<file path="src/rtl/pci_steer_pkg.sv">
package pci_steer_pkg;

    // Route byte: off=1 or nonzero rsvd leaves the line unrouted.
    typedef struct packed {
        logic       off;
        logic [2:0] rsvd;
        logic [3:0] num;
    } route_t;

    localparam route_t ROUTE_RESET = '{off: 1'b1, rsvd: 3'd0, num: 4'd0};

    // IRQs 3-7, 9-12, 14, 15 are legal targets.
    localparam logic [15:0] LEGAL_IRQ_MASK = 16'hDEF8;

endpackage

</file>
<file path="src/rtl/pci_route_regs.sv">
module pci_route_regs
    import pci_steer_pkg::*;
#(
    parameter int unsigned        NUM_LINES = 8,
    parameter int unsigned        ADDR_W    = 8,
    parameter logic [ADDR_W-1:0]  BASE_LO   = 8'h60,
    parameter logic [ADDR_W-1:0]  BASE_HI   = 8'h68
) (
    input  logic                           clk,
    input  logic                           rst_n,
    input  logic                           we,
    input  logic [ADDR_W-1:0]              addr,
    input  logic [7:0]                     wdata,
    output route_t [NUM_LINES-1:0]         route_o
);
    localparam int unsigned HALF   = NUM_LINES / 2;
    localparam int unsigned HALF_W = $clog2(HALF);
    localparam int unsigned IDX_W  = $clog2(NUM_LINES);

    typedef struct packed {
        route_t [NUM_LINES-1:0] route;
    } regs_s;

    regs_s            state_d, state_q;
    logic             hit_lo, hit_hi;
    logic [IDX_W-1:0] idx;

    always_comb begin
        state_d = state_q;
        hit_lo  = (addr[ADDR_W-1:HALF_W] == BASE_LO[ADDR_W-1:HALF_W]);
        hit_hi  = (addr[ADDR_W-1:HALF_W] == BASE_HI[ADDR_W-1:HALF_W]);
        idx     = {hit_hi, addr[HALF_W-1:0]};
        if (we && (hit_lo || hit_hi)) begin
            state_d.route[idx] = route_t'(wdata);
        end
    end

    always_ff @(posedge clk) begin
        if (!rst_n) begin
            for (int l = 0; l < NUM_LINES; l++) begin
                state_q.route[l] <= ROUTE_RESET;
            end
        end else begin
            state_q <= state_d;
        end
    end

    assign route_o = state_q.route;

    // first cycle out of reset, all routes are disabled
    a_r1_reset_routes: assert property (@(posedge clk) disable iff (!rst_n)
        !$past(rst_n) |-> (state_q.route == {NUM_LINES{ROUTE_RESET}}));

    // a decoded write lands at the next edge
    a_r9_write_lands: assert property (@(posedge clk) disable iff (!rst_n)
        (we && (hit_lo || hit_hi)) |=> (route_o[$past(idx)] == route_t'($past(wdata))));

    // no write strobe, no change
    a_r2_no_stray_write: assert property (@(posedge clk) disable iff (!rst_n)
        !we |=> $stable(route_o));

endmodule

</file>
<file path="src/rtl/pci_line_merge.sv">
module pci_line_merge #(
    parameter int unsigned NUM_LINES = 8,
    parameter int unsigned NUM_SRC   = 2,
    parameter int unsigned SRC_LINE [NUM_SRC] = '{0, 3}
) (
    input  logic                 clk,
    input  logic                 rst_n,
    input  logic [NUM_LINES-1:0] pci_int_n,
    input  logic [NUM_SRC-1:0]   int_src,
    output logic [NUM_LINES-1:0] line_act
);
    logic [NUM_LINES-1:0] src_hits;

    always_comb begin
        src_hits = '0;
        for (int s = 0; s < NUM_SRC; s++) begin
            if (int_src[s]) src_hits[SRC_LINE[s]] = 1'b1;
        end
        line_act = ~pci_int_n | src_hits;
    end

    for (genvar s = 0; s < NUM_SRC; s++) begin : g_src_chk
        // an internal source forces its line active
        a_r8_src_asserts_line: assert property (@(posedge clk) disable iff (!rst_n)
            int_src[s] |-> line_act[SRC_LINE[s]]);
    end

endmodule

</file>
<file path="src/rtl/pci_route_decode.sv">
module pci_route_decode
    import pci_steer_pkg::*;
#(
    parameter int unsigned NUM_IRQ = 16
) (
    input  logic               clk,
    input  logic               rst_n,
    input  route_t             route,
    output logic [NUM_IRQ-1:0] claim
);
    logic enabled;

    always_comb begin
        enabled = !route.off && (route.rsvd == 3'd0) && LEGAL_IRQ_MASK[route.num];
        claim   = '0;
        if (enabled) claim[route.num] = 1'b1;
    end

    // a claim only ever points at a legal IRQ, at most one
    a_r4_legal_only: assert property (@(posedge clk) disable iff (!rst_n)
        ((claim & ~LEGAL_IRQ_MASK[NUM_IRQ-1:0]) == '0) && $onehot0(claim));

    // the off bit always silences the line
    a_r5_off_silent: assert property (@(posedge clk) disable iff (!rst_n)
        route.off |-> (claim == '0));

endmodule

</file>
<file path="src/rtl/pci_irq_steer.sv">
module pci_irq_steer
    import pci_steer_pkg::*;
#(
    parameter int unsigned NUM_LINES = 8,
    parameter int unsigned NUM_IRQ   = 16,
    parameter int unsigned NUM_SRC   = 2,
    parameter int unsigned ADDR_W    = 8,
    parameter int unsigned SRC_LINE [NUM_SRC] = '{0, 3}
) (
    input  logic                 clk,
    input  logic                 rst_n,
    input  logic                 cfg_we,
    input  logic [ADDR_W-1:0]    cfg_addr,
    input  logic [7:0]           cfg_wdata,
    input  logic [NUM_LINES-1:0] pci_int_n,
    input  logic [NUM_SRC-1:0]   int_src,
    input  logic [NUM_IRQ-1:0]   legacy_irq,
    output logic [NUM_IRQ-1:0]   irq_out
);
    route_t [NUM_LINES-1:0]                 route;
    logic   [NUM_LINES-1:0]                 line_act;
    logic   [NUM_LINES-1:0][NUM_IRQ-1:0]    claim;
    logic   [NUM_IRQ-1:0]                   claimed, drive;

    pci_route_regs #(
        .NUM_LINES(NUM_LINES), .ADDR_W(ADDR_W),
        .BASE_LO(ADDR_W'(8'h60)), .BASE_HI(ADDR_W'(8'h68))
    ) u_regs (
        .clk(clk), .rst_n(rst_n), .we(cfg_we), .addr(cfg_addr),
        .wdata(cfg_wdata), .route_o(route)
    );

    pci_line_merge #(
        .NUM_LINES(NUM_LINES), .NUM_SRC(NUM_SRC), .SRC_LINE(SRC_LINE)
    ) u_merge (
        .clk(clk), .rst_n(rst_n), .pci_int_n(pci_int_n),
        .int_src(int_src), .line_act(line_act)
    );

    for (genvar l = 0; l < NUM_LINES; l++) begin : g_line
        pci_route_decode #(.NUM_IRQ(NUM_IRQ)) u_dec (
            .clk(clk), .rst_n(rst_n), .route(route[l]), .claim(claim[l])
        );

        // an active, routed line always raises its IRQ
        a_r6_shared_or: assert property (@(posedge clk) disable iff (!rst_n)
            line_act[l] |-> ((irq_out & claim[l]) == claim[l]));
    end

    always_comb begin
        claimed = '0;
        drive   = '0;
        for (int l = 0; l < NUM_LINES; l++) begin
            claimed = claimed | claim[l];
            if (line_act[l]) drive = drive | claim[l];
        end
        irq_out = drive | (legacy_irq & ~claimed);
    end

    // a claimed IRQ with no active routed line stays low
    a_r7_legacy_blocked: assert property (@(posedge clk) disable iff (!rst_n)
        (claimed & ~drive & irq_out) == '0);

endmodule

</file>
<file path="config.mk">
export PLATFORM = sky130hd
export DESIGN_NAME = pci_irq_steer
export DESIGN_NICKNAME = d
export VERILOG_FILES = /design/src/rtl/pci_steer_pkg.sv /design/src/rtl/pci_route_regs.sv /design/src/rtl/pci_line_merge.sv /design/src/rtl/pci_route_decode.sv /design/src/rtl/pci_irq_steer.sv
export SDC_FILE = /design/constraint.sdc
export NUM_CORES = 1
export LEC_CHECK = 0
export BUFFER_PORTS_ARGS = -buffer_cell sky130_fd_sc_hd__buf_2
export CORE_ASPECT_RATIO = 1.4
export CORE_MARGIN = 4
export CORE_UTILIZATION = 60
export DETAILED_ROUTE_END_ITERATION = 16
export PLACE_DENSITY = 0.81
export SLEW_MARGIN = 25
export SYNTH_ARGS = -nofsm -noshare
export SYNTH_HDL_FRONTEND = slang
export SYNTH_SLANG_ARGS = --single-unit
</file>
<file path="constraint.sdc">
create_clock -name clk -period 2.1 [get_ports clk]
set_clock_uncertainty 0.05 [all_clocks]
set_input_delay 0.315 -clock clk [delete_from_list [all_inputs] [get_ports clk]]
set_output_delay 0.315 -clock clk [all_outputs]
set_load 0.02 [all_outputs]
</file>
==> results of run 1 <==
[logic make-up after synthesis]
kind of cell	Yosys count	synth area share
AO/OA/AOI/OAI	159	0.204
buffers and inverters	54	0.0415
flip-flops	72	0.249
multiplexers	63	0.109
AND/OR/NAND/NOR	383	0.397
[routing by layer]
layer | overflow | GRT usage
met5 | 0 | 0.292
met4 | 13 | 0.612
met3 | 0 | 0.530
met2 | 15 | 0.827
met1 | 0 | 0.681
[per-stage QoR]
step | util | setup WS (ns) | std cells | hold WS (ns) | area [um^2]
global placement | 0.753 | -0.0844 | 990 | 0.424 | 7120
floorplan | - | 0.0209 | 731 | 0.412 | 5790
detailed placement | 0.753 | -0.164 | 990 | 0.434 | 7120
CTS | 0.853 | -0.300 | 1024 | 0.309 | 8070
[synth_stat cells, types with 3 or more instances]
cell,instances,share of area
dfxtp_1,72,0.25
a21oi_1,8,0.0069
o32ai_1,8,0.012
nor3_1,19,0.016
nor2b_1,69,0.075
nor4_1,5,0.0054
a211o_1,3,0.0045
o21ai_0,30,0.026
a311oi_1,5,0.0076
nand4b_1,14,0.021
o22a_1,3,0.0045
o22ai_1,17,0.018
nor4b_1,5,0.0076
o2bb2ai_1,4,0.0060
o211ai_1,9,0.012
mux2i_1,63,0.11
o211a_1,4,0.0069
nor4bb_1,4,0.0069
and3_1,4,0.0043
or4_1,4,0.0052
nor3_2,8,0.014
a221oi_1,5,0.0076
nand2b_1,14,0.015
a211oi_1,17,0.022
or2_2,9,0.0097
nor2_1,42,0.027
nand3_1,50,0.043
nand4_1,25,0.027
and2_1,4,0.0043
buf_2,15,0.013
a22oi_1,3,0.0039
or3_1,15,0.016
o221ai_1,7,0.011
o2111ai_1,12,0.018
buf_4,3,0.0039
nor3b_1,7,0.0091
inv_1,5,0.0032
nand2_1,59,0.038
and4bb_2,7,0.015
o311a_1,4,0.0069
a31oi_1,3,0.0032
clkbuf_1,30,0.019
[repair_timing]
| item | in CTS |
|---|---|
| endpoints found under the setup margin | 16 |
| setup buffers | 18 |
| pin swaps | 24 |
| gates resized for setup | 157 |
==> results.py, run 1 <==
metrics = {
    "run_status": {
        "status": "did not finish",
        "stop_stage": "global routing",
        "error": "[ERROR GRT-0116] Global routing finished with congestion. Check the congestion regions in the DRC Viewer.",
    },
    "clock_network": {
        "clockBufferDepth": 2,
        "holdBufCountCts": 0,
        "cts_sinks": 72,
        "cts_root_buf": "clkbuf_16",
        "cts_buffers": 9,
        "cts_htree_levels": 3,
    },
    "yosys": {
        "syn_nets": 776,
        "synthArstFlopShare": 0,
        "synth.cell_area_um2": 5790,
        "ys_warn_count": 0,
        "yosysUniqueCellTypes": 68,
        "netlist_instances": 731,
        "synth_edf_count": 0,
        "ys_ff_latch": 72,
        "yosysSeqAreaShare": 0.249,
        "ys.flop_type": "dfxtp_1",
        "avgSynthCellArea_um2": 7.92,
    },
    "grt": {
        "grt_pass1_vias": 9046,
        "grt_pass1_wl_mm": 57.8,
        "grt-ovfl-total": 28,
        "track_usage": 0.672,
        "grt_max_degree": 33,
    },
    "floorplanning": {
        "die_h_um": 124,
        "initial_core_util": 0.612,
        "die_w_um": 91.0,
        "io_pins": 61,
        "fp-row-count": 42,
    },
    "placed_design": {
        "gp_congestion": 1.47,
        "hpwl_mm": 19.3,
        "io_buffers": 60,
    },
}
==> inputs of run 2 (changes only) <==
Settings changed: CORE_ASPECT_RATIO 1.4 to default, CORE_UTILIZATION 60 to 40, PLACE_DENSITY 0.81 to default, PLACE_DENSITY_LB_ADDON from default to 0.15.
==> results.py, run 2 <==
metrics = {
    "run_status": {
        "status": "complete, but fails checks",
        "violations": "setup timing",
    },
    "timing": {
        "whs_ns": 0.251,
        "post-route-period-util": 1.20,
        "max-slew-margin-rel": 0.358,
        "min_period_ns": 2.53,
        "worst_pin_slew_ns": 0.959,
        "max_freq_ghz": 0.396,
        "fin_ws_ns": -0.426,
        "setup_viol": 16,
        "hold_violations": 0,
        "rsz0062_at_grt": "true",
        "slew_viol_final": 0,
    },
    "layout": {
        "design_area_um2": 9500,
        "drive_gt1_frac": 0.516,
        "seqCellArea_um2": 1510,
        "final_net_count": 1066,
        "layout_commonest_cell": "buf_4",
        "fin_cells": 1206,
        "n_antenna_cell": 0,
        "final_cell_mix": "buf_4, nor2b_1, mux2i_1",
        "multiInputGateArea_um2": 4870,
        "fillers": 1067,
        "syn_to_final_growth_pct": 64.0,
    },
    "grt": {
        "grt_max_degree": 40,
        "antenna_found_initial": 0,
        "grt-ovfl-total": 0,
        "grt_pass1_vias": 8204,
        "track_usage": 0.403,
        "grt_pass1_wl_mm": 49.9,
    },
    "yosys": {
        "synthArstFlopShare": 0,
        "syn_nets": 776,
        "ys.flop_type": "dfxtp_1",
        "ys_warn_count": 0,
        "netlist_instances": 731,
        "yosysTopAreaCellShare": 0.249,
        "synthTopCellsByCount": "dfxtp_1, nor2b_1, mux2i_1, nand2_1, nand3_1",
        "yosysSeqAreaShare": 0.249,
        "yosysUniqueCellTypes": 68,
        "synth.cell_area_um2": 5790,
        "avgSynthCellArea_um2": 7.92,
        "ys_ff_latch": 72,
        "synth_most_common_cell": "dfxtp_1",
        "synth_top_area_cell": "dfxtp_1",
        "netlist_top_cells_area": "dfxtp_1, mux2i_1, nor2b_1, nand3_1, nand2_1",
        "synth_edf_count": 0,
    },
    "floorplanning": {
        "die_w_um": 128,
        "die_h_um": 128,
        "io_pins": 61,
        "dieArea_um2": 16500,
        "fp-row-count": 43,
        "core_area_um2": 14000,
        "initial_core_util": 0.412,
    },
    "placed_design": {
        "dpl.cell_count": 1162,
        "io_buffers": 60,
        "hpwl_mm": 24.8,
        "post_dp_cell_area_um2": 7920,
        "dpl_worst_slack_ns": -0.335,
        "gp_congestion": 1.09,
    },
    "drt": {
        "via_count": 8157,
        "drt_pass1_iterations": 6,
        "remaining_drc_errors": 0,
        "drt-total-wl_mm": 34.2,
        "routedWlPerCell_um": 28.4,
        "routed_via_density": 6.76,
        "drt_iter0_drc": 952,
        "ant_nets": 0,
    },
    "setup_path": {
        "cp_num_buf_inv": 3,
        "slowest_stage": "a2111o_1",
        "path_delay_family": "buffers and inverters",
        "cp-end-kind": "output port",
        "crit_path_cell_trace": "buf_4, nor4bb_4, buf_6, nand2_4, o21ai_2, nor4_1, a2111o_1, buf_6",
        "critPathLaunchType": "flip-flop",
        "r2r_cells": 5,
        "critPathMaxFanout": 4,
        "max_stage_delay_ns": 0.38,
        "worstSetupPathType": "reg -> out",
        "path_depth": 8,
        "worstPathArrival_ns": 2.16,
        "cp.required_ns": 1.74,
        "cpMostUsedCell": "buf_6",
    },
    "clock_network": {
        "cts_root_buf": "clkbuf_16",
        "cts_sinks": 72,
        "clockBufferDepth": 2,
        "cts_htree_levels": 3,
        "holdBufCountCts": 0,
        "worstSkewPairLatency_ns": 0.34,
        "clkTransAtPathRegs_ns": 0.06,
        "cts_tree": "yes",
        "cts_buffers": 9,
    },
    "worst_hold_path": {
        "hold-path-cell-count": 2,
        "worst_hold_path_type": "in -> reg",
    },
    "power_and_ir_drop": {
        "peakVddDrop_mv": 0.705,
        "p_per_area_nw_per_um2": 337,
        "p_leak_nw": 3.95,
    },
    "job": {
        "maxCapViolations": 0,
    },
}
==> run 2: cell counts after synthesis <==
Identical to the previous run, type by type.
==> run 2: worst paths after layout <==
check                                        start                 end  slack (ns)
worst max-delay path            u_regs.route_o[59]          irq_out[5]       -0.43
worst min-delay path                         rst_n  u_regs.route_o[15]        0.25
worst max register to register  u_regs.route_o[26]           flip-flop        0.51
worst min register to register  u_regs.route_o[63]  u_regs.route_o[63]        0.46
==> run 2: metrics by stage <==
step	utilization	TNS (ns)	power [W]
2_1_floorplan	-	0	0.00153
3_3_place_gp	0.564	-2.54	0.00168
3_5_place_dp	0.564	-3.17	0.00168
4_1_cts	0.652	-4.90	0.00315
5_1_grt	0.676	-6.28	0.00325
6_report	0.676	-5.70	0.00320
==> run 2: kinds of logic after synthesis <==
logic type,Yosys count,share of synthesized area
and+or+nand+nor,383,0.397
DFF,72,0.249
AOI/OAI and AO/OA,159,0.204
buffers and inverters,54,0.0415
muxes,63,0.109
==> run 2: power breakdown <==
part	internal (W)	switching (W)	leakage [nW]	total (W)
registers	0.00136	0.00000229	0.600	0.00136
logic	0.000132	0.000200	3.21	0.000331
clock network	0.000897	0.000607	0.145	0.00150
==> run 2: routing by layer <==
layer	GRT usage	wire length (um)
met2	0.651	15100
met4	0.282	3220
met1	0.482	12300
met3	0.0758	3650
met5	0	0
==> run 2: final cells by class <==
class,instances,share of cell area
clock buffers,12,0.0281
clock inverters,4,0.00277
inverters,5,0.00198
multi-input cells,605,0.513
flip-flops and latches,72,0.159
well taps,180,0.0237
repair buffers,328,0.271
==> run 2: repair_timing <==
action | 4_1_cts | 5_1_grt
pin swaps | 45 | 27
setup buffers | 20 | 12
gates cloned | 1 | 0
endpoints found under the setup margin | 16 | 16
gates resized for setup | 216 | 56
hold endpoints to repair | 0 | 0
Power figures use the tool's default switching activity.
==> inputs of run 3 (changes only) <==
Settings changed: CORE_UTILIZATION 40 to 55.
==> results.py, run 3 <==
metrics = {
    "timing": {
        "worst_path_end_type": "output port",
        "grt_worst_setup_endpoint": "irq_out[9]",
    },
    "clock_network": {
        "holdBufCountCts": 0,
        "cts_buffers": 9,
        "cts_htree_levels": 3,
        "cts_root_buf": "clkbuf_8",
        "cts_sinks": 72,
        "clockBufferDepth": 2,
    },
    "yosys": {
        "yosysTopAreaCellShare": 0.249,
        "synth_most_common_cell": "dfxtp_1",
        "yosysUniqueCellTypes": 68,
        "synthArstFlopShare": 0,
        "synth_top_area_cell": "dfxtp_1",
        "ys_ff_latch": 72,
        "synth_edf_count": 0,
        "synth.cell_area_um2": 5790,
        "syn_nets": 776,
        "synthTopCellsByCount": "dfxtp_1, nor2b_1, mux2i_1, nand2_1, nand3_1",
        "avgSynthCellArea_um2": 7.92,
        "netlist_top_cells_area": "dfxtp_1, mux2i_1, nor2b_1, nand3_1, nand2_1",
        "ys_warn_count": 0,
        "netlist_instances": 731,
        "ys.flop_type": "dfxtp_1",
        "yosysSeqAreaShare": 0.249,
    },
    "floorplanning": {
        "fp-row-count": 37,
        "io_pins": 61,
        "die_h_um": 111,
        "die_w_um": 111,
        "initial_core_util": 0.563,
    },
    "run_status": {
        "error": "[ERROR GRT-0232] Routing congestion too high. Check the congestion heatmap in the GUI.",
        "status": "did not finish",
        "stop_stage": "global routing",
    },
    "grt": {
        "grt-ovfl-total": 7,
        "track_usage": 0.662,
        "grt_max_degree": 46,
    },
    "placed_design": {
        "gp_congestion": 1.16,
        "dpl_worst_slack_ns": -0.195,
        "io_buffers": 60,
        "hpwl_mm": 22.1,
        "dpl.cell_count": 1085,
    },
}
[run 3: what timing repair did]
| action | in CTS |
|---|---|
| pin swaps | 41 |
| setup buffers | 18 |
| endpoints found under the setup margin | 16 |
| gates resized for setup | 219 |
[run 3: routing by layer]
layer  GRT overflow  GRT usage
met1              0      0.694
met5              0     0.0292
met4              2      0.664
met2              5      0.850
met3              0      0.437
[run 3: metrics by stage]
step	hold slack, ns	instance area, um^2	utilization
2_1_floorplan	0.412	5790	-
3_3_place_gp	0.423	7630	0.743
4_1_cts	0.293	8690	0.846
3_5_place_dp	0.458	7630	0.743
[run 3: cells by family after synthesis]
| group | Yosys count | share of synthesized area |
|---|---|---|
| AO/OA/AOI/OAI | 159 | 0.204 |
| AND/OR/NAND/NOR | 383 | 0.397 |
| multiplexers | 63 | 0.109 |
| flip-flops | 72 | 0.249 |
| buffers and inverters | 54 | 0.0415 |
